**src/rtl/vpic_pkg.sv**
```systemverilog
package vpic_pkg;
    parameter int unsigned NUM_SRC = 8;
    parameter int unsigned BASE_W  = 5;
    localparam int unsigned IDX_W  = $clog2(NUM_SRC);
    localparam int unsigned VEC_W  = BASE_W + IDX_W;

    typedef logic [NUM_SRC-1:0] src_mask_t;
    typedef logic [IDX_W-1:0]   src_idx_t;
    typedef logic [BASE_W-1:0]  base_t;

    typedef struct packed {
        logic     hit;
        src_idx_t idx;
    } pick_t;

    typedef struct packed {
        base_t    base;
        src_idx_t idx;
    } vector_t;

    // lowest set index wins
    function automatic pick_t pick_first(input src_mask_t m);
        pick_t r;
        r = '0;
        for (int i = NUM_SRC - 1; i >= 0; i--) begin
            if (m[i]) begin
                r.hit = 1'b1;
                r.idx = src_idx_t'(i);
            end
        end
        return r;
    endfunction

    // lines strictly more urgent than the given level (all lines if none)
    function automatic src_mask_t above_mask(input pick_t lvl);
        src_mask_t r;
        for (int i = 0; i < NUM_SRC; i++)
            r[i] = !lvl.hit || (src_idx_t'(i) < lvl.idx);
        return r;
    endfunction

    // lines at or more urgent than the given index
    function automatic src_mask_t at_or_above(input src_idx_t idx);
        src_mask_t r;
        for (int i = 0; i < NUM_SRC; i++)
            r[i] = (src_idx_t'(i) <= idx);
        return r;
    endfunction

    function automatic src_mask_t onehot(input pick_t p);
        src_mask_t r;
        r = '0;
        if (p.hit)
            r[p.idx] = 1'b1;
        return r;
    endfunction
endpackage

```
**src/rtl/vpic_req_latch.sv**
```systemverilog
module vpic_req_latch
    import vpic_pkg::*;
(
    input  logic      clk,
    input  logic      rst,
    input  src_mask_t irq_in,
    input  src_mask_t clr_mask,
    output src_mask_t pend
);
    src_mask_t irq_q;
    src_mask_t rise;

    assign rise = irq_in & ~irq_q;

    always_ff @(posedge clk) begin
        if (rst) begin
            irq_q <= '0;
            pend  <= '0;
        end else begin
            irq_q <= irq_in;
            pend  <= (pend & ~clr_mask) | rise;
        end
    end


    pend_clear_chk: assert property (@(posedge clk) disable iff (rst)
        (|(clr_mask & ~rise)) |=> ((pend & $past(clr_mask & ~rise)) == '0));


    pend_rise_chk: assert property (@(posedge clk) disable iff (rst)
        (|rise) |=> ((pend & $past(rise)) == $past(rise)));
endmodule

```
**src/rtl/vpic_resolver.sv**
```systemverilog
module vpic_resolver
    import vpic_pkg::*;
(
    input  src_mask_t pend,
    input  src_mask_t isr,
    output pick_t     grant
);
    pick_t     top_isr;
    src_mask_t eligible;

    always_comb begin
        top_isr  = pick_first(isr);
        eligible = pend & above_mask(top_isr);
        grant    = pick_first(eligible);
    end
endmodule

```
**src/rtl/vpic_inservice.sv**
```systemverilog
module vpic_inservice
    import vpic_pkg::*;
(
    input  logic      clk,
    input  logic      rst,
    input  src_mask_t set_mask,
    input  logic      eos,
    output src_mask_t isr
);
    src_mask_t clr_mask;

    always_comb begin
        clr_mask = eos ? onehot(pick_first(isr)) : '0;
    end

    always_ff @(posedge clk) begin
        if (rst)
            isr <= '0;
        else
            isr <= (isr & ~clr_mask) | set_mask;
    end


    set_onehot_chk: assert property (@(posedge clk) disable iff (rst)
        $onehot0(set_mask));


    eos_retire_chk: assert property (@(posedge clk) disable iff (rst)
        (eos && set_mask == '0 && isr != '0)
        |=> ($countones(isr) == $countones($past(isr)) - 1));
endmodule

```
**src/rtl/vpic_ctrl.sv**
```systemverilog
module vpic_ctrl
    import vpic_pkg::*;
(
    input  logic                 clk,
    input  logic                 rst,
    input  logic [NUM_SRC-1:0]   irq_in,
    input  logic                 base_we,
    input  logic [BASE_W-1:0]    base_in,
    input  logic                 ack,
    input  logic                 eos,
    output logic                 int_out,
    output logic                 vec_valid,
    output logic [VEC_W-1:0]     vec_out
);
    src_mask_t pend;
    src_mask_t isr;
    src_mask_t take_mask;
    pick_t     grant;
    base_t     base_q;
    vector_t   vec;

    vpic_req_latch u_latch (
        .clk      (clk),
        .rst      (rst),
        .irq_in   (irq_in),
        .clr_mask (take_mask),
        .pend     (pend)
    );

    vpic_resolver u_res (
        .pend  (pend),
        .isr   (isr),
        .grant (grant)
    );

    vpic_inservice u_isr (
        .clk      (clk),
        .rst      (rst),
        .set_mask (take_mask),
        .eos      (eos),
        .isr      (isr)
    );

    always_ff @(posedge clk) begin
        if (rst)
            base_q <= '0;
        else if (base_we)
            base_q <= base_in;
    end

    always_comb begin
        int_out   = grant.hit;
        vec_valid = ack && grant.hit;
        take_mask = vec_valid ? onehot(grant) : '0;
        vec.base  = base_q;
        vec.idx   = grant.idx;
        vec_out   = vec_valid ? vec : '0;
    end


    int_has_pend_chk: assert property (@(posedge clk) disable iff (rst)
        int_out |-> (pend != '0));


    vec_src_pend_chk: assert property (@(posedge clk) disable iff (rst)
        vec_valid |-> pend[vec_out[IDX_W-1:0]]);


    nest_only_higher_chk: assert property (@(posedge clk) disable iff (rst)
        int_out |-> ((isr & at_or_above(grant.idx)) == '0));


    spurious_ack_chk: assert property (@(posedge clk) disable iff (rst)
        (ack && !int_out && !eos) |=> ($stable(isr)));
endmodule

```
**config.mk**
```make
export PLATFORM = sky130hd
export DESIGN_NAME = vpic_ctrl
export DESIGN_NICKNAME = d
export VERILOG_FILES = /design/src/rtl/vpic_pkg.sv /design/src/rtl/vpic_req_latch.sv /design/src/rtl/vpic_resolver.sv /design/src/rtl/vpic_inservice.sv /design/src/rtl/vpic_ctrl.sv
export SDC_FILE = /design/constraint.sdc
export NUM_CORES = 1
export LEC_CHECK = 0
export BUFFER_PORTS_ARGS = -buffer_cell sky130_fd_sc_hd__buf_4
export CAP_MARGIN = 15
export CORE_MARGIN = 2
export CORE_UTILIZATION = 53
export CTS_CLUSTER_DIAMETER = 40
export DETAILED_ROUTE_END_ITERATION = 6
export GPL_ROUTABILITY_DRIVEN = 0
export GPL_TIMING_DRIVEN = 1
export PLACE_DENSITY = 0.78
export SLEW_MARGIN = 25
export SYNTH_ARGS = -nofsm -noshare
export SYNTH_HDL_FRONTEND = slang
export SYNTH_SLANG_ARGS = --single-unit
```
**constraint.sdc**
```tcl
create_clock -name clk -period 2.6 [get_ports clk]
set_input_delay 0.65 -clock clk [delete_from_list [all_inputs] [get_ports clk]]
set_output_delay 0.65 -clock clk [all_outputs]
set_load 0.05 [all_outputs]
```
==> summary.md <==
| Metric | Value |
|---|---|
| Setup crit end kind | `output port` |
| Post-synth EDFFs | `0` |
| Tcrit/Tclk final | `101%` |
| Crit start category | `flop` |
| Post-CTS Hold Fix Bufs | `0` |
| Hold Path Origin | `u_latch.irq_q[4]$_SDFF_PP0_` |
| Number of global-route vias before repair | `1174` |
| Net Count, Synth | `172` |
| Multi-input logic area | `727 um2` |
| Compound-gate portion of the synthesized area | `21.9%` |
| Crit-path leading delay family | `simple AND/OR/NAND/NOR gates` |
| Die area | `2960 um2` |
| Yosys cell types | `41` |
| Layout area overhead | `30.1%` |
| Min Tclk post-route | `2.62 ns` |
| CP max stage delay | `0.37 ns` |
| I/O Pins | `28` |
| Relative slew slack | `70.1%` |
| Failing checks | `negative setup slack` |
| Syn Std Cell Area | `1350 um2` |
| Clock Tree Root | `clkbuf_4` |
| CTS tree | `yes` |
| Synth warnings | `0` |
| P_leak | `0.000722 uW` |
| Setup TNS Final | `-0.0379 ns` |
| Slowest-stage cell, CP | `dfxtp_4` |
| Final WS setup | `-0.0179 ns` |
| Worst path buffer plus inverter count | `2` |
| First-pass GRT wire length | `5.12 mm` |
| Peak fanout along the critical path | `6` |
| # DRC | `0` |
| Initial Util | `55.3%` |
| Worst-Skew Late Latency | `0.33 ns` |
| RSZ-0062 raised after global routing | `true` |
| CP Class | `reg -> out` |
| Post-synth top area share | `43.1%` |
| Flop-to-flop setup slack | `0.51 ns` |
| Ys async rst share | `0%` |
| Depth of the worst register-to-register path | `8` |
| Synth Instances | `154` |
| Fin. Hold Viols | `0` |
| Synth cell count leaders | `dfxtp_1 (29), inv_1 (16), nor2_1 (15), nor2b_1 (14)` |
| Layout cells sized above 1 | `33.2%` |
| Hold-critical path endpoint | `u_latch.pend[4]$_SDFF_PP0_` |
| Fin. max-slew vios | `0` |
| # diodes | `0` |
| XOR/XNOR Fraction of Synth Area | `0%` |
| DR iter-0 viols | `28` |
| Critical path arrival | `1.97 ns` |
| Max cap viols | `0` |
| CTS max path bufs | `2` |
| Fill cells | `194` |
| GRT overflow | `0` |
| Pin count of the biggest net entering global routing | `24` |
| Status | `finished, violations left` |
| Setup violators final | `5` |
| Top-count cell post-synth | `dfxtp_1` |
| Setup Skew | `0.00685 ns` |
| Largest cells by area after synthesis | `dfxtp_1 (43%), nor2b_1 (6.5%), a32o_1 (4.5%)` |
| CP Cell Sequence | `nor4_4 -> buf_4 -> nand3_2 -> a21o_1 -> a31o_4 -> nor2_2 -> buf_6` |
| Clock sink count | `29` |
| R2r startpoint | `u_isr.isr[2]$_SDFF_PP0_` |
| H-tree Lvls | `2` |
| Row cnt | `18` |
| FMAX | `382 MHz` |
| DRT Pass-1 Iters | `4` |
| Measured slew at the worst slew-check pin | `0.445 ns` |
| Routed WL per cell | `15.0 um` |
| Capturing point of the worst reg2reg path | `u_latch.pend[5]$_SDFF_PP0_` |
| CTS buffer count | `5` |
| FF+latch area | `591 um2` |
| Initial antenna violation count | `0` |
| PwrDens | `656 nW/um2` |
| Post-DRT Antenna Nets | `0` |
| DIE HEIGHT | `54.4 um` |
| Finished layout cell area | `1750 um2` |
| Buffers on Ports | `27` |
| Placed Instance Area | `1580 um2` |
| Via count | `1239` |
| Share of the yosys chip area belonging to registers | `43.1%` |
| Cell taking the most area after synthesis | `dfxtp_1` |
| Syn_area_per_cell | `8.74 um2` |
| Synth Flop Type | `dfxtp_1` |
| Core Area | `2430 um2` |
| Routed vias/inst | `5.63` |
| Yosys reg bits | `29` |
| Synth Area in Adders | `0%` |
| Fin util | `72.0%` |
| Clock transition at the registers of the reported paths | `0.08 ns` |
| Die W | `54.4 um` |
| Worst hold path class | `reg -> reg` |
| Overall routing resource usage | `25.2%` |
| Largest family of logic cells by synthesized area | `simple AND/OR/NAND/NOR gates` |
| Post-synthesis simple-gate area fraction | `25.3%` |
| Hold Path Stages | `2` |
| Worst endpoint required time | `1.95 ns` |
| Mux cell area share after synthesis | `3.72%` |
| Max IR drop VDD | `0.000442 V` |
| DP HPWL | `2.28 mm` |
| Nets | `208` |
| Final WL | `3.29 mm` |
-- how the worst max path moves through the flow --
stage / cells past startpoint / to / from
after floorplan: 5 / vec_out[3] / u_isr.isr[2]$_SDFF_PP0_
after global placement: 6 / vec_out[4] / u_isr.isr[1]$_SDFF_PP0_
after detailed placement: 6 / vec_out[7] / u_isr.isr[0]$_SDFF_PP0_
after CTS: 7 / vec_out[4] / u_isr.isr[1]$_SDFF_PP0_
after global routing: 7 / vec_out[3] / u_isr.isr[2]$_SDFF_PP0_
final: 7 / vec_out[3] / u_isr.isr[2]$_SDFF_PP0_
-- metrics by stage --
step / worst slack (ns) / hold WS (ns) / power (uW) / instances
5_1_grt: -0.105 / 0.496 / 1210 / 220
2_1_floorplan: -0.0792 / 0.446 / 733 / 154
4_1_cts: 0.00314 / 0.479 / 1120 / 217
3_5_place_dp: 0.205 / 0.460 / 826 / 208
6_report: -0.0179 / 0.474 / 1150 / 220
3_3_place_gp: 0.242 / 0.451 / 818 / 208
-- cell usage in the layout (no fill, tap or decap), types with 3 or more instances in the layout --
| cell type | synthesis | layout |
|---|---|---|
| buf_4 | 0 | 26 |
| dfxtp_1 | 29 | 25 |
| inv_1 | 16 | 16 |
| nor2b_1 | 14 | 14 |
| nor2_1 | 15 | 10 |
| a21oi_1 | 9 | 9 |
| o21ai_0 | 9 | 7 |
| a32o_1 | 6 | 6 |
| buf_6 | 0 | 6 |
| nor2_2 | 1 | 5 |
| mux2i_1 | 5 | 5 |
| clkbuf_4 | 0 | 5 |
| nor3_1 | 4 | 4 |
| nand3_1 | 5 | 4 |
| o21ai_1 | 1 | 3 |
| nand2_1 | 3 | 3 |
| or3_1 | 3 | 3 |
-- logic make-up after synthesis --
group / count (synthesis)
DFF: 29
AOI/OAI and AO/OA: 41
muxes: 5
and+or+nand+nor: 58
buffers and inverters: 21
-- layer usage --
| layer | track usage [%] | part of all wire [%] | wire length (um) | vias to the layer above |
|---|---|---|---|---|
| li1 | - | - | - | 613 |
| met1 | 28.6 | 40 | 1320 | 572 |
| met2 | 40.0 | 50 | 1650 | 45 |
| met3 | 10.4 | 7.2 | 238 | 9 |
| met4 | 13.8 | 2.4 | 78 | 0 |
| met5 | 0 | 0 | 0 | - |
-- repair_timing --
action / CTS / global route
pin swaps: 1 / 5
resized for setup: 10 / 16
endpoints found under the setup margin: 8 / 10
buffers inserted: 2 / 3
-- worst register-to-register path, stage by stage (launching register included) --
cell	delay [ns]
dfxtp_4	0.37
nor4_4	0.29
buf_4	0.17
buf_4	0.11
a21oi_2	0.05
a21oi_4	0.17
buf_4	0.17
or3b_1	0.39
a32o_1	0.27
-- area by class of cell --
| class | instances | share of cell area, % |
|---|---|---|
| repair buffers | 33 | 15.9 |
| inverters | 17 | 3.64 |
| clock buffers | 7 | 3.14 |
| multi-input cells | 104 | 41.5 |
| flip-flops and latches | 29 | 33.7 |
| well taps | 30 | 2.14 |
-- power by group --
group	total [uW]	leakage (uW)	switching, uW	internal [uW]
clock	270	0.0000314	143	127
sequential	505	0.000242	29.2	476
combinational	374	0.000448	211	163
-- sequential cells by signal, indices dropped and copies added, names as in the netlist --
| register | flops |
|---|---|
| u_isr.isr | 8 |
| base_q | 5 |
| u_latch.irq_q | 8 |
| u_latch.pend | 8 |
No activity file was read; power rests on OpenSTA's default activity.
